$ cat src/rtl/dma2d_pkg.sv
package dma2d_pkg;

  typedef enum logic [0:0] {
    ST_IDLE = 1'b0,
    ST_RUN  = 1'b1
  } run_state_e;

  localparam int unsigned BURST_BEATS = 4;

  // words covered by one accepted address
  function automatic logic [31:0] beat_step(input logic burst4);
    return burst4 ? 32'(BURST_BEATS) : 32'd1;
  endfunction

  // size of the ring in words
  function automatic logic [31:0] area_words(input logic [31:0] stride,
                                             input logic [31:0] lines_m1);
    return stride * (lines_m1 + 32'd1);
  endfunction

  // offset at which the first half of the ring ends
  function automatic logic [31:0] half_words(input logic [31:0] area);
    return area >> 1;
  endfunction

endpackage

$ cat src/rtl/dma2d_cfg_hold.sv
module dma2d_cfg_hold
  import dma2d_pkg::*;
#(
  parameter int AW       = 30,
  parameter int LEN_W    = 12,
  parameter int STRIDE_W = 12,
  parameter int LINES_W  = 12,
  parameter int ARW      = 25
) (
  input  logic                clk,
  input  logic                rst_n,
  input  logic                load,
  input  logic [AW-1:0]       cfg_base,
  input  logic [LEN_W-1:0]    cfg_line_len,
  input  logic [STRIDE_W-1:0] cfg_stride,
  input  logic [LINES_W-1:0]  cfg_lines_m1,
  input  logic                cfg_to_dev,
  input  logic                cfg_burst4,
  output logic [AW-1:0]       base_q,
  output logic [LEN_W-1:0]    len_q,
  output logic [STRIDE_W-1:0] stride_q,
  output logic [LINES_W-1:0]  lines_q,
  output logic                to_dev_q,
  output logic                burst_q,
  output logic                loop_q,
  output logic [ARW-1:0]      area_q,
  output logic [ARW-1:0]      half_q
);

  always_ff @(posedge clk or negedge rst_n) begin
    if (!rst_n) begin
      base_q   <= '0;
      len_q    <= '0;
      stride_q <= '0;
      lines_q  <= '0;
      to_dev_q <= 1'b0;
      burst_q  <= 1'b0;
      loop_q   <= 1'b0;
      area_q   <= '0;
      half_q   <= '0;
    end else if (load) begin
      base_q   <= cfg_base;
      len_q    <= cfg_line_len;
      stride_q <= cfg_stride;
      lines_q  <= cfg_lines_m1;
      to_dev_q <= cfg_to_dev;
      burst_q  <= cfg_burst4;
      loop_q   <= (cfg_line_len == '0);
      // ring size is computed once here, off the per-beat path
      area_q   <= ARW'(area_words(32'(cfg_stride), 32'(cfg_lines_m1)));
      half_q   <= ARW'(half_words(area_words(32'(cfg_stride), 32'(cfg_lines_m1))));
    end
  end

endmodule

$ cat src/rtl/dma2d_walker.sv
module dma2d_walker
  import dma2d_pkg::*;
#(
  parameter int AW       = 30,
  parameter int LEN_W    = 12,
  parameter int STRIDE_W = 12,
  parameter int LINES_W  = 12,
  parameter int ARW      = 25
) (
  input  logic                clk,
  input  logic                rst_n,
  input  logic                load,
  input  logic                adv,
  input  logic [AW-1:0]       base_q,
  input  logic [LEN_W-1:0]    len_q,
  input  logic [STRIDE_W-1:0] stride_q,
  input  logic [LINES_W-1:0]  lines_q,
  input  logic                loop_q,
  input  logic                burst_q,
  input  logic [ARW-1:0]      area_q,
  input  logic [ARW-1:0]      half_q,
  output logic [AW-1:0]       cur_addr,
  output logic                last_beat,
  output logic                hit_half,
  output logic                hit_end,
  output logic [1:0]          x_phase
);

  logic [LEN_W-1:0]   x_off;
  logic [LINES_W-1:0] y_cnt;
  logic [AW-1:0]      line_off;
  logic [ARW-1:0]     ring_off;
  logic [LEN_W:0]     x_next;
  logic [ARW:0]       r_next;
  logic               line_end;

  always_comb begin
    x_next    = {1'b0, x_off} + (LEN_W+1)'(beat_step(burst_q));
    line_end  = (x_next >= {1'b0, len_q});
    r_next    = {1'b0, ring_off} + (ARW+1)'(beat_step(burst_q));
    hit_half  = loop_q && (r_next == {1'b0, half_q});
    hit_end   = loop_q && (r_next >= {1'b0, area_q});
    last_beat = !loop_q && line_end && (y_cnt == lines_q);
    if (loop_q) cur_addr = base_q + AW'(ring_off);
    else        cur_addr = base_q + line_off + AW'(x_off);
  end

  generate
    if (LEN_W >= 2) begin : g_phase_wide
      assign x_phase = x_off[1:0];
    end else begin : g_phase_narrow
      assign x_phase = {1'b0, x_off[0]};
    end
  endgenerate

  always_ff @(posedge clk or negedge rst_n) begin
    if (!rst_n) begin
      x_off    <= '0;
      y_cnt    <= '0;
      line_off <= '0;
      ring_off <= '0;
    end else if (load) begin
      x_off    <= '0;
      y_cnt    <= '0;
      line_off <= '0;
      ring_off <= '0;
    end else if (adv) begin
      if (loop_q) begin
        ring_off <= hit_end ? '0 : r_next[ARW-1:0];
      end else if (line_end) begin
        x_off    <= '0;
        y_cnt    <= y_cnt + 1'b1;
        line_off <= line_off + AW'(stride_q);
      end else begin
        x_off <= x_next[LEN_W-1:0];
      end
    end
  end

endmodule

$ cat src/rtl/dma2d_ctrl.sv
module dma2d_ctrl
  import dma2d_pkg::*;
(
  input  logic clk,
  input  logic rst_n,
  input  logic start,
  input  logic stop,
  input  logic req_ready,
  input  logic last_beat,
  input  logic hit_half,
  input  logic hit_end,
  output logic load,
  output logic adv,
  output logic run,
  output logic done_q,
  output logic evt_a_q,
  output logic evt_b_q
);

  run_state_e st;

  assign run  = (st == ST_RUN);
  assign load = start && !run && !stop;
  assign adv  = run && req_ready && !stop;

  always_ff @(posedge clk or negedge rst_n) begin
    if (!rst_n) begin
      st      <= ST_IDLE;
      done_q  <= 1'b0;
      evt_a_q <= 1'b0;
      evt_b_q <= 1'b0;
    end else begin
      done_q  <= adv && last_beat;
      evt_a_q <= adv && hit_half;
      evt_b_q <= adv && hit_end;
      case (st)
        ST_IDLE: if (load) st <= ST_RUN;
        ST_RUN:  if (stop || (adv && last_beat)) st <= ST_IDLE;
        default: st <= ST_IDLE;
      endcase
    end
  end

endmodule

$ cat src/rtl/dma2d_addr_gen.sv
module dma2d_addr_gen
  import dma2d_pkg::*;
#(
  parameter int AW       = 30,
  parameter int LEN_W    = 12,
  parameter int STRIDE_W = 12,
  parameter int LINES_W  = 12
) (
  input  logic                clk,
  input  logic                rst_n,
  input  logic                start,
  input  logic                stop,
  input  logic [AW-1:0]       cfg_base,
  input  logic [LEN_W-1:0]    cfg_line_len,
  input  logic [STRIDE_W-1:0] cfg_stride,
  input  logic [LINES_W-1:0]  cfg_lines_m1,
  input  logic                cfg_to_dev,
  input  logic                cfg_burst4,
  output logic                req_valid,
  input  logic                req_ready,
  output logic [AW-1:0]       req_addr,
  output logic                req_to_dev,
  output logic                req_burst4,
  output logic                busy,
  output logic                done,
  output logic                evt_half_a,
  output logic                evt_half_b
);

  localparam int ARW = STRIDE_W + LINES_W + 1;

  // named internal events, visible to the bound checker
  logic                load;
  logic                adv;
  logic                run;
  logic                last_beat;
  logic                hit_half;
  logic                hit_end;
  logic                loop_mode;
  logic [1:0]          x_phase;
  logic [AW-1:0]       base_q;
  logic [LEN_W-1:0]    len_q;
  logic [STRIDE_W-1:0] stride_q;
  logic [LINES_W-1:0]  lines_q;
  logic [ARW-1:0]      area_q;
  logic [ARW-1:0]      half_q;

  dma2d_ctrl u_ctrl (
    .clk       (clk),
    .rst_n     (rst_n),
    .start     (start),
    .stop      (stop),
    .req_ready (req_ready),
    .last_beat (last_beat),
    .hit_half  (hit_half),
    .hit_end   (hit_end),
    .load      (load),
    .adv       (adv),
    .run       (run),
    .done_q    (done),
    .evt_a_q   (evt_half_a),
    .evt_b_q   (evt_half_b)
  );

  dma2d_cfg_hold #(
    .AW(AW), .LEN_W(LEN_W), .STRIDE_W(STRIDE_W), .LINES_W(LINES_W), .ARW(ARW)
  ) u_cfg (
    .clk          (clk),
    .rst_n        (rst_n),
    .load         (load),
    .cfg_base     (cfg_base),
    .cfg_line_len (cfg_line_len),
    .cfg_stride   (cfg_stride),
    .cfg_lines_m1 (cfg_lines_m1),
    .cfg_to_dev   (cfg_to_dev),
    .cfg_burst4   (cfg_burst4),
    .base_q       (base_q),
    .len_q        (len_q),
    .stride_q     (stride_q),
    .lines_q      (lines_q),
    .to_dev_q     (req_to_dev),
    .burst_q      (req_burst4),
    .loop_q       (loop_mode),
    .area_q       (area_q),
    .half_q       (half_q)
  );

  dma2d_walker #(
    .AW(AW), .LEN_W(LEN_W), .STRIDE_W(STRIDE_W), .LINES_W(LINES_W), .ARW(ARW)
  ) u_walk (
    .clk       (clk),
    .rst_n     (rst_n),
    .load      (load),
    .adv       (adv),
    .base_q    (base_q),
    .len_q     (len_q),
    .stride_q  (stride_q),
    .lines_q   (lines_q),
    .loop_q    (loop_mode),
    .burst_q   (req_burst4),
    .area_q    (area_q),
    .half_q    (half_q),
    .cur_addr  (req_addr),
    .last_beat (last_beat),
    .hit_half  (hit_half),
    .hit_end   (hit_end),
    .x_phase   (x_phase)
  );

  assign req_valid = run;
  assign busy      = run;

endmodule

$ cat config.mk
export PLATFORM = sky130hd
export DESIGN_NAME = dma2d_addr_gen
export DESIGN_NICKNAME = d
export VERILOG_FILES = /design/src/rtl/dma2d_pkg.sv /design/src/rtl/dma2d_cfg_hold.sv /design/src/rtl/dma2d_walker.sv /design/src/rtl/dma2d_ctrl.sv /design/src/rtl/dma2d_addr_gen.sv
export SDC_FILE = /design/constraint.sdc
export NUM_CORES = 1
export LEC_CHECK = 0
export BUFFER_PORTS_ARGS = -buffer_cell sky130_fd_sc_hd__clkbuf_2
export CAP_MARGIN = 20
export CORE_UTILIZATION = 60
export CTS_BUF_LIST = sky130_fd_sc_hd__clkbuf_4
export CTS_CLUSTER_DIAMETER = 150
export DETAILED_ROUTE_END_ITERATION = 10
export GPL_ROUTABILITY_DRIVEN = 0
export GPL_TIMING_DRIVEN = 0
export HOLD_SLACK_MARGIN = 0.08
export MAX_ROUTING_LAYER = met4
export PLACE_DENSITY = 0.79
export SYNTH_ARGS = -nofsm -noshare
export SYNTH_HDL_FRONTEND = slang
export SYNTH_SLANG_ARGS = --single-unit
$ cat constraint.sdc
create_clock -name clk -period 4.66 [get_ports clk]
set_input_delay 0 -clock clk [delete_from_list [all_inputs] [get_ports clk]]
set_output_delay 0 -clock clk [all_outputs]
set_load 0.05 [all_outputs]
# ---- Word-level counts from Yosys, hierarchy flattened
# Cells that the tools add are included.
dict set report classes {
  add_sub_neg 8
  multipliers 1
  n_div 0
  n_lt_le_gt_ge 2
  eq_ne 3
  shift 0
  muxes 21
  n_bitwise 1
  reduce_logical 22
}
# cell n
set op_table {}
lappend op_table {{2-to-1 mux 30 bit} 5}
lappend op_table {{2-to-1 mux 25 bit} 4}
lappend op_table {{2-to-1 mux 12 bit} 8}
lappend op_table {{adder 30 x 12 -> 30 bit} 2}
lappend op_table {{multiplier 12 x 32 -> 26 bit} 1}
lappend op_table {{adder 30 x 25 -> 30 bit} 1}
lappend op_table {{adder 30 bit} 1}
lappend op_table {{adder 25 x 26 -> 26 bit} 1}
lappend op_table {{equality test 26 x 25 -> 1 bit} 1}
lappend op_table {{greater-or-equal comparator 26 x 25 -> 1 bit} 1}
lappend op_table {{adder 12 x 1 -> 13 bit, second input constant} 1}
lappend op_table {{adder 12 x 3 -> 13 bit} 1}
lappend op_table {{greater-or-equal comparator 13 x 12 -> 1 bit} 1}
lappend op_table {{adder 12 x 1 -> 12 bit, second input constant} 1}
lappend op_table {{equality test 12 bit} 1}
lappend op_table {{zero test 12 bit} 1}
lappend op_table {{logical AND 1 bit} 11}
lappend op_table {{nonzero test 2 bit} 3}
lappend op_table {{AND reduction 2 bit} 2}
lappend op_table {{zero test 1 bit} 3}
lappend op_table {{2-to-1 mux 3 bit} 1}
lappend op_table {{AND reduction 3 bit} 1}
lappend op_table {{2-to-1 mux 1 bit} 2}
lappend op_table {{!= test 2 bit, second input constant} 1}
lappend op_table {{other kinds (3)} 3}
dict set report word_totals {
  register_bits 202
  latch_bits 0
  mem_bits_rw 0
  mem_bits_ro 0
  in_bits 73
  output_inout_bits 37
  word_cells 75
  mem_count 0
}

# ---- Logic depth before layout (Yosys ltp)
# Gate-level depths: netlist of run 1.
dict set report depth {
  word_depth 9
  depth_mapped 27
  ltp_nobuf 25
}

# ---- Modules after synthesis
# From an unflattened synthesis of run 1, not the netlist that was laid out.
dict set report hier_totals {
  cells_unflattened 2103
  hier_area_um2 19028.2
}
# module n_inst cells_per_inst area_per_inst_um2 seq_area_each_um2
set by_module_without_submodules {}
lappend by_module_without_submodules {dma2d_walker 1 1189 9734.3 1976.9}
lappend by_module_without_submodules {dma2d_cfg_hold 1 902 9138.8 2352.3}
lappend by_module_without_submodules {dma2d_ctrl 1 11 147.6 100.1}
lappend by_module_without_submodules {dma2d_addr_gen 1 1 7.5 0.0}

# ---- Least setup slack after synthesis of run 1
# Ideal clock, no wire load.
dict set report synth_timing {
  path_kind {input port to flip-flop}
  from {input port cfg_lines_m1[2]}
  to {register u_cfg.half_q[24]}
  setup_ns 0.134
  t_arrival_ns 5.677
  t_required_ns 4.526
  setup_slack_ns -1.150
  path_stages 27
  n_path_buf 2
  cell_sequence {nand3_1 -> nor2_1 -> nand2_1 -> nor2_1 -> nand3_1 -> xnor2_1 -> clkbuf_1 -> nand2_1 -> fa_1 -> fa_1 -> inv_1 -> fa_1 -> fa_1 -> inv_1 -> fa_1 -> inv_1 -> ha_1 -> clkbuf_1 -> a21oi_1 -> o21ai_0 -> a31o_2 -> o31ai_1 -> a211oi_1 -> o221ai_1 -> o21ai_0 -> xnor2_1 -> o21ai_0}
}
dict set report synth_via {
  elab_chain_len 2
}
# item line_no
set synth_lines {}
lappend synth_lines {{start: declaration} dma2d_addr_gen.sv:16} ;# input logic [LINES_W-1:0] cfg_lines_m1,
lappend synth_lines {{adder 12 x 1 -> 13 bit} dma2d_pkg.sv:18} ;# return stride * (lines_m1 + 32'd1);
lappend synth_lines {{multiplier 12 x 32 -> 26 bit} -}
lappend synth_lines {{end signal: assignment} dma2d_cfg_hold.sv:51} ;# half_q <= ARW'(half_words(area_words(32'(cfg_stride), 32'(cfg_lines_m1))));
lappend synth_lines {{end: declaration} dma2d_cfg_hold.sv:27} ;# output logic [ARW-1:0] half_q
# Every way passes these cells.
# A chain may end at the register's enable or synchronous reset.

# ---- Final worst setup path of run 1
# Same ends and word-level chain as after synthesis.

==> results.py, run 1 <==
metrics = {
    "run_status": {
        "outcome": "finished, violations left",
        "violations": "setup timing",
    },
    "critical_path": {
        "timing.rr.end": "u_walk.ring_off[6]",
        "required_ns": 5.15,
        "r2r_cells": 18,
        "cp-end-kind": "flop",
        "start_kind": "input port",
        "crit_path_top_delay_cell": "fa_1",
        "r2r_setup_slack_ns": 0.07,
        "path_delay_family": "adder cells",
        "path_class": "in2reg",
        "critPathBufInv": 5,
        "rr_startpoint": "u_cfg.burst_q",
        "critical_path.most_common_cell": "fa_1",
        "cp.arrival_ns": 5.53,
        "crit_path_max_incr_delay_ns": 0.53,
        "cp_max_fo": 5,
    },
    "final_layout": {
        "nets": 2784,
        "design_area_mm2": 0.02134,
        "area_delta_synth_final_pct": 17.97,
        "layout_commonest_cell": "nand2_1",
        "mostFrequentLayoutCells": "nand2_1, inv_1, ha_1, dfrtp_1, o21ai_0",
        "drive_gt1_share_pct": 12.60,
    },
    "sta": {
        "worst_pin_slew_ns": 0.8874,
        "finClkSkew_ns": 0.01868,
        "setup_slack_ns": -0.3827,
        "rsz0062_at_grt": "true",
        "period_minus_slack_ns": 5.043,
        "relSlewSlack_pct": 40.84,
        "drv_slew": 0,
        "fin_setup_tns_ns": -3.151,
        "fmax_ghz": 0.1983,
        "hold_viol": 0,
        "finalSetupViolCount": 11,
        "hold_slack_ns": 0.1219,
        "post-route-period-util_pct": 108.2,
    },
    "detailed_routing": {
        "drt_iter0_markers": 1171,
        "wl_met3_um": 3525,
        "highest_layer": "met4",
        "drc": 0,
        "met2_wirelength_um": 24870,
        "drt_pass1_iterations": 6,
        "routedWlPerCell_um": 18.50,
        "routedLengthMet1_um": 20800,
        "ant_nets": 0,
        "drt-vias-per-instance": 5.894,
        "wl_um": 51750,
        "via_count": 16485,
    },
    "floorplan": {
        "die-height_um": 175.6,
        "die_w_um": 175.6,
        "boundaryPins": 110,
        "core_area_mm2": 0.02964,
        "start_util_pct": 61.03,
        "fp-row-count": 63,
        "die_area_mm2": 0.03085,
    },
    "grt": {
        "grt_pass1_wl_um": 83700,
        "antenna_found_initial": 1,
        "grt_overflow": 0,
        "grt_max_degree": 113,
        "grt.total_usage_pct": 35.49,
        "grt_pass1_vias": 16761,
    },
    "hold_path": {
        "min-delay-start": "cfg_base[13]",
        "hp-class": "in2reg",
        "hold_depth": 4,
        "whs_endpoint": "u_cfg.base_q[13]",
    },
    "clock_tree": {
        "path_clk_slew_ns": 0.15,
        "htreeDepth": 4,
        "clk_path_buf_depth": 2,
        "cts_root_buffer": "clkbuf_4",
        "cts_tree": "yes",
        "cts_inserted_buffers": 17,
        "cts_sinks": 178,
        "insertion_delay_ns": 0.61,
    },
    "synth": {
        "synth-seq-cells": 178,
        "postSynthCellCount": 2142,
        "async_reset_ff_share_pct": 100.0,
        "synthFlopType": "dfrtp_1",
        "syn-cell-area_mm2": 0.01809,
        "synth_area_leader_cell": "dfrtp_1",
        "synth_nets": 2534,
        "yosysWarnings": 0,
        "seq_area_frac_synth_pct": 24.62,
        "netlist_top_cells_area": "dfrtp_1, fa_1, ha_1",
        "synth_top_cell_area_share_pct": 24.62,
        "synth_edf_count": 0,
        "syn_area_per_cell_um2": 8.445,
        "yosys.cell_types.count": 71,
    },
    "power": {
        "power.density_mw_per_mm2": 428.0,
        "p_leak_uw": 0.01074,
        "ir_drop_uv": 478.9,
    },
    "place": {
        "dp_hpwl_um": 39160,
        "dpl_cell_area_mm2": 0.01938,
        "numPortBuffers": 109,
    },
    "flow_run": {
        "maxCapViolations": 0,
    },
}
[kinds of logic (layout without fill, tap and decap cells)]
| group | count (synthesis) | in the layout | synth area share [%] |
|---|---|---|---|
| xor+xnor | 160 | 160 | 7.747 |
| other cells | 0 | 2 | 0 |
| buf+inv | 300 | 563 | 6.295 |
| simple gates | 809 | 809 | 21.12 |
| flops | 178 | 178 | 24.62 |
| compound gates | 372 | 372 | 12.69 |
| mux | 4 | 4 | 0.2214 |
| fa+ha+maj | 319 | 319 | 27.29 |
[area by class of cell]
class	count	area, um2
diodes	2	5.005
plain buffers	71	381.6
clock buffers	19	142.6
clock inverters	13	183.9
fillers	2159	8299
inverters	228	855.8
multi-input cells	1664	13030
flip-flops and latches	178	4456
well taps	390	488.0
repair buffers	232	1794
[per-layer routing]
| layer | up-vias | track usage [%] |
|---|---|---|
| met4 | 0 | 16.70 |
| li1 | 7635 | - |
| met1 | 7961 | 43.06 |
| met5 | - | - |
| met3 | 160 | 4.307 |
| met2 | 729 | 58.96 |
[synth_stat cells, drive strengths merged, types with 24 or more instances]
cell type,number
nand2b,29
inv,228
nor2,101
dfrtp,178
nor3,30
nor2b,24
nand3,65
a21o,31
o21ai,147
a21oi,81
fa,126
xor2,55
and2,74
ha,193
clkbuf,67
nand2,385
xnor2,105
[worst max path at each step]
stage                         start               end  slack (ns)  cells past startpoint
global placement    cfg_lines_m1[0]  u_cfg.half_q[24]       -1.38                     23
detailed placement  cfg_lines_m1[0]  u_cfg.half_q[23]       -1.43                     24
floorplan           cfg_lines_m1[2]  u_cfg.half_q[24]       -0.63                     27
CTS                 cfg_lines_m1[2]  u_cfg.half_q[23]       -0.30                     24
global route        cfg_lines_m1[2]  u_cfg.half_q[24]       -0.60                     26
finish              cfg_lines_m1[2]  u_cfg.half_q[24]       -0.38                     26
[what timing repair did]
action                     in CTS  in global routing
hold buffers                   76                  0
resized for setup              77                 62
setup endpoints to repair      30                 72
hold endpoints to repair      261                  0
cloned                          0                  0
setup buffers                  35                  9
pin swaps                      46                 51
[power breakdown]
group / internal, uW / switching (uW) / total [uW]
combinational: 2760 / 3460 / 6220
clock: 439 / 564 / 1000
sequential: 1740 / 175 / 1910
total: 4940 / 4200 / 9130
[per-stage QoR]
step	setup WS (ns)	power [uW]	util (%)	std cells
after detailed placement	-1.435	6968	65.37	2644
after global routing	-0.6012	9848	71.99	2796
final	-0.3827	9134	72.00	2797
after global placement	-1.383	6808	65.22	2641
after floorplan	-0.6268	5850	-	2142
after CTS	-0.2965	8651	71.07	2786
[tightest hold or removal path, delay by kind of cell]
| kind | cells | cell delay (ns) |
|---|---|---|
| AND/OR/NAND/NOR | 2 | 0.09 |
| buffers and inverters | 2 | 0.63 |
[sequential cells by signal (all words and copies together), names as in the netlist, 12 cells and up]
signal           cells
u_walk.ring_off     25
u_walk.y_cnt        12
u_cfg.len_q         12
u_cfg.stride_q      12
u_cfg.base_q        30
u_cfg.lines_q       12
u_walk.line_off     30
u_walk.x_off        12
u_cfg.half_q        25
(Power assumes the default switching activity.)
==> run 2: changes to the inputs <==
SKIP_LAST_GASP = 1   (was unset)
==> run 2 against run 1 <==
  * The run still ends with setup timing left
  * Clock skew shrank 0.00096 ns
  * Utilization is the same
  * Worst setup slack lost 0.012 ns
  * Sequential cell count is the same
  * Critical endpoint is now u_cfg.half_q[23]
==> results.py, run 2 (same netlist as run 1, synthesis figures left out) <==
metrics = {
    "flow_run": {
        "maxCapViolations": 0,
    },
    "floorplan": {
        "start_util_pct": 61.03,
        "core_area_mm2": 0.02964,
        "fp-row-count": 63,
        "die-height_um": 175.6,
        "die_w_um": 175.6,
        "boundaryPins": 110,
        "die_area_mm2": 0.03085,
    },
    "detailed_routing": {
        "ant_nets": 0,
        "drt_iter0_markers": 1111,
        "routedWlPerCell_um": 18.54,
        "drt-vias-per-instance": 5.866,
        "drc": 0,
        "via_count": 16406,
        "drt_pass1_iterations": 5,
        "wl_um": 51870,
    },
    "final_layout": {
        "top_regs": "u_cfg.base_q: 30 flops, u_walk.line_off: 30 flops",
        "fin_util_pct": 72.00,
        "area_delta_synth_final_pct": 17.97,
        "mostFrequentLayoutCells": "nand2_1, inv_1, ha_1, dfrtp_1, o21ai_0",
        "nets": 2785,
        "layout_commonest_cell": "nand2_1",
        "drive_gt1_share_pct": 12.64,
    },
    "clock_tree": {
        "cts_sinks": 178,
        "path_clk_slew_ns": 0.15,
        "cts_inserted_buffers": 17,
        "cts_root_buffer": "clkbuf_4",
        "cts_tree": "yes",
        "htreeDepth": 4,
        "insertion_delay_ns": 0.60,
        "clk_path_buf_depth": 2,
    },
    "hold_path": {
        "whs_endpoint": "u_cfg.base_q[10]",
        "min-delay-start": "cfg_base[10]",
        "hold_depth": 4,
        "hp-class": "in2reg",
    },
    "grt": {
        "antenna_found_initial": 1,
        "grt_pass1_vias": 16764,
        "grt_max_degree": 113,
        "grt_overflow": 0,
        "grt_pass1_wl_um": 83650,
        "grt.total_usage_pct": 35.47,
    },
    "sta": {
        "post-route-period-util_pct": 108.5,
        "relSlewSlack_pct": 40.51,
        "setup_slack_ns": -0.3949,
        "hold_slack_ns": 0.1251,
        "period_minus_slack_ns": 5.055,
        "hold_viol": 0,
        "finClkSkew_ns": 0.01772,
        "fmax_ghz": 0.1978,
        "worst_pin_slew_ns": 0.8864,
        "finalSetupViolCount": 11,
        "rsz0062_at_grt": "true",
        "drv_slew": 0,
    },
    "power": {
        "seqPwrFrac_pct": 20.9,
        "combinationalPowerShare_pct": 68.1,
        "p_switching_uw": 4202,
        "p_int_uw": 4944,
        "power.density_mw_per_mm2": 428.6,
        "p_clk_share_pct": 11.0,
        "sw_frac_of_total_pct": 45.94,
        "ir_drop_uv": 488.2,
        "p_total_uw": 9145,
        "p_leak_uw": 0.01074,
    },
    "critical_path": {
        "cp_max_fo": 7,
        "start_kind": "input port",
        "path_delay_family": "adder cells",
        "critPathBufInv": 5,
        "timing.rr.end": "u_walk.ring_off[6]",
        "r2r_cells": 18,
        "worstPathCellList": "clkbuf_16 -> nand3_4 -> nor2_4 -> nand2_2 -> nor2_4 -> xor2_2 -> clkbuf_8 -> nand2_2 -> fa_1 -> fa_1 -> inv_2 -> fa_2 -> fa_1 -> inv_2 -> fa_2 -> inv_2 -> ha_4 -> a2111oi_4 -> a21oi_2 -> a311oi_2 -> nor3_2 -> a2111oi_4 -> xor2_1 -> o21ai_1",
        "cp-end-kind": "flop",
        "cp.arrival_ns": 5.53,
        "crit_path_top_delay_cell": "fa_1",
        "required_ns": 5.13,
        "path_class": "in2reg",
        "r2r_setup_slack_ns": 0.11,
        "crit_path_max_incr_delay_ns": 0.58,
        "rr_startpoint": "u_cfg.burst_q",
    },
    "place": {
        "numPortBuffers": 109,
        "dp_hpwl_um": 39160,
    },
    "run_status": {
        "violations": "setup timing",
        "outcome": "finished, violations left",
    },
}
-- run 2: cell count changes in the layout (fill, tap and decap cells not counted) --
cell	change
o21ai_0	+2
diode_2	-1
inv_2	-1
clkbuf_4	+1
a21oi_1	-1
a31oi_2	+1
o21ai_1	-2
a21oi_2	+1
a31oi_4	-1
inv_1	+1
-- run 2: cell type report --
class                   count  area (um2)
plain buffers              71       381.6
well taps                 390       488.0
multi-input cells        1664       13030
repair buffers            233        1802
clock buffers              19       142.6
clock inverters            13       183.9
flip-flops and latches    178        4456
fillers                  2149        8299
inverters                 228       855.8
diodes                      1       2.502
-- run 2: power groups by stage --
| stage | sequential (uW) | clock, uW | combinational (uW) |
|---|---|---|---|
| floorplan | 1890 | 0 | 3960 |
| global placement | 1930 | 0 | 4880 |
| detailed placement | 1940 | 0 | 5030 |
| CTS | 1910 | 1010 | 5730 |
| global route | 1930 | 1070 | 6840 |
| finish | 1910 | 1000 | 6230 |
-- run 2: worst reg2reg max path, stage by stage, from the launching register on --
cell and delay (ns):
dfrtp_2 0.45, inv_1 0.10, ha_1 0.24, ha_1 0.25, a21oi_4 0.24, nor2_1 0.12, and3_1 0.24, xnor2_2 0.23
inv_1 0.09, ha_1 0.22, a211o_1 0.31, a2111oi_1 0.36, o21ai_1 0.22, a221oi_2 0.31, a2111oi_2 0.12, or3_4 0.44
buf_2 0.21, nor4_1 0.23, a21o_1 0.13
-- run 2: routing by layer --
layer | global-route usage (%) | up-vias | routed length, um
met4 | 16.70 | 0 | 2585
met5 | - | - | 0
met3 | 4.307 | 150 | 3140
met1 | 43.01 | 7933 | 21250
li1 | - | 7632 | -
met2 | 58.94 | 691 | 24890
-- run 2: how the worst max path moves through the flow --
stage	from	endpoint	slack (ns)	cells after the start
floorplan	cfg_lines_m1[2]	u_cfg.half_q[24]	-0.63	27
CTS	cfg_lines_m1[2]	u_cfg.half_q[23]	-0.30	24
global placement	cfg_lines_m1[0]	u_cfg.half_q[24]	-1.38	23
detailed placement	cfg_lines_m1[0]	u_cfg.half_q[23]	-1.43	24
global route	cfg_lines_m1[2]	u_cfg.half_q[23]	-0.62	24
finish	cfg_lines_m1[2]	u_cfg.half_q[23]	-0.39	24
-- run 2: what timing repair did --
| action | in CTS | in global routing |
|---|---|---|
| gates resized for setup | 74 | 61 |
| setup buffers | 35 | 10 |
| hold buffers | 76 | 0 |
| setup endpoints to repair | 30 | 74 |
| endpoints found under the hold margin | 261 | 0 |
| pin swaps | 46 | 47 |
-- run 2: per-stage QoR --
stage | setup TNS (ns) | std cells | worst slack (ns) | area, um2
after floorplan | -4.421 | 2142 | -0.6268 | 18300
after global routing | -6.034 | 2797 | -0.6223 | 21340
after CTS | -2.038 | 2786 | -0.2965 | 21060
final | -3.536 | 2797 | -0.3949 | 21340
after global placement | -16.61 | 2641 | -1.383 | 19330
after detailed placement | -17.05 | 2644 | -1.435 | 19380
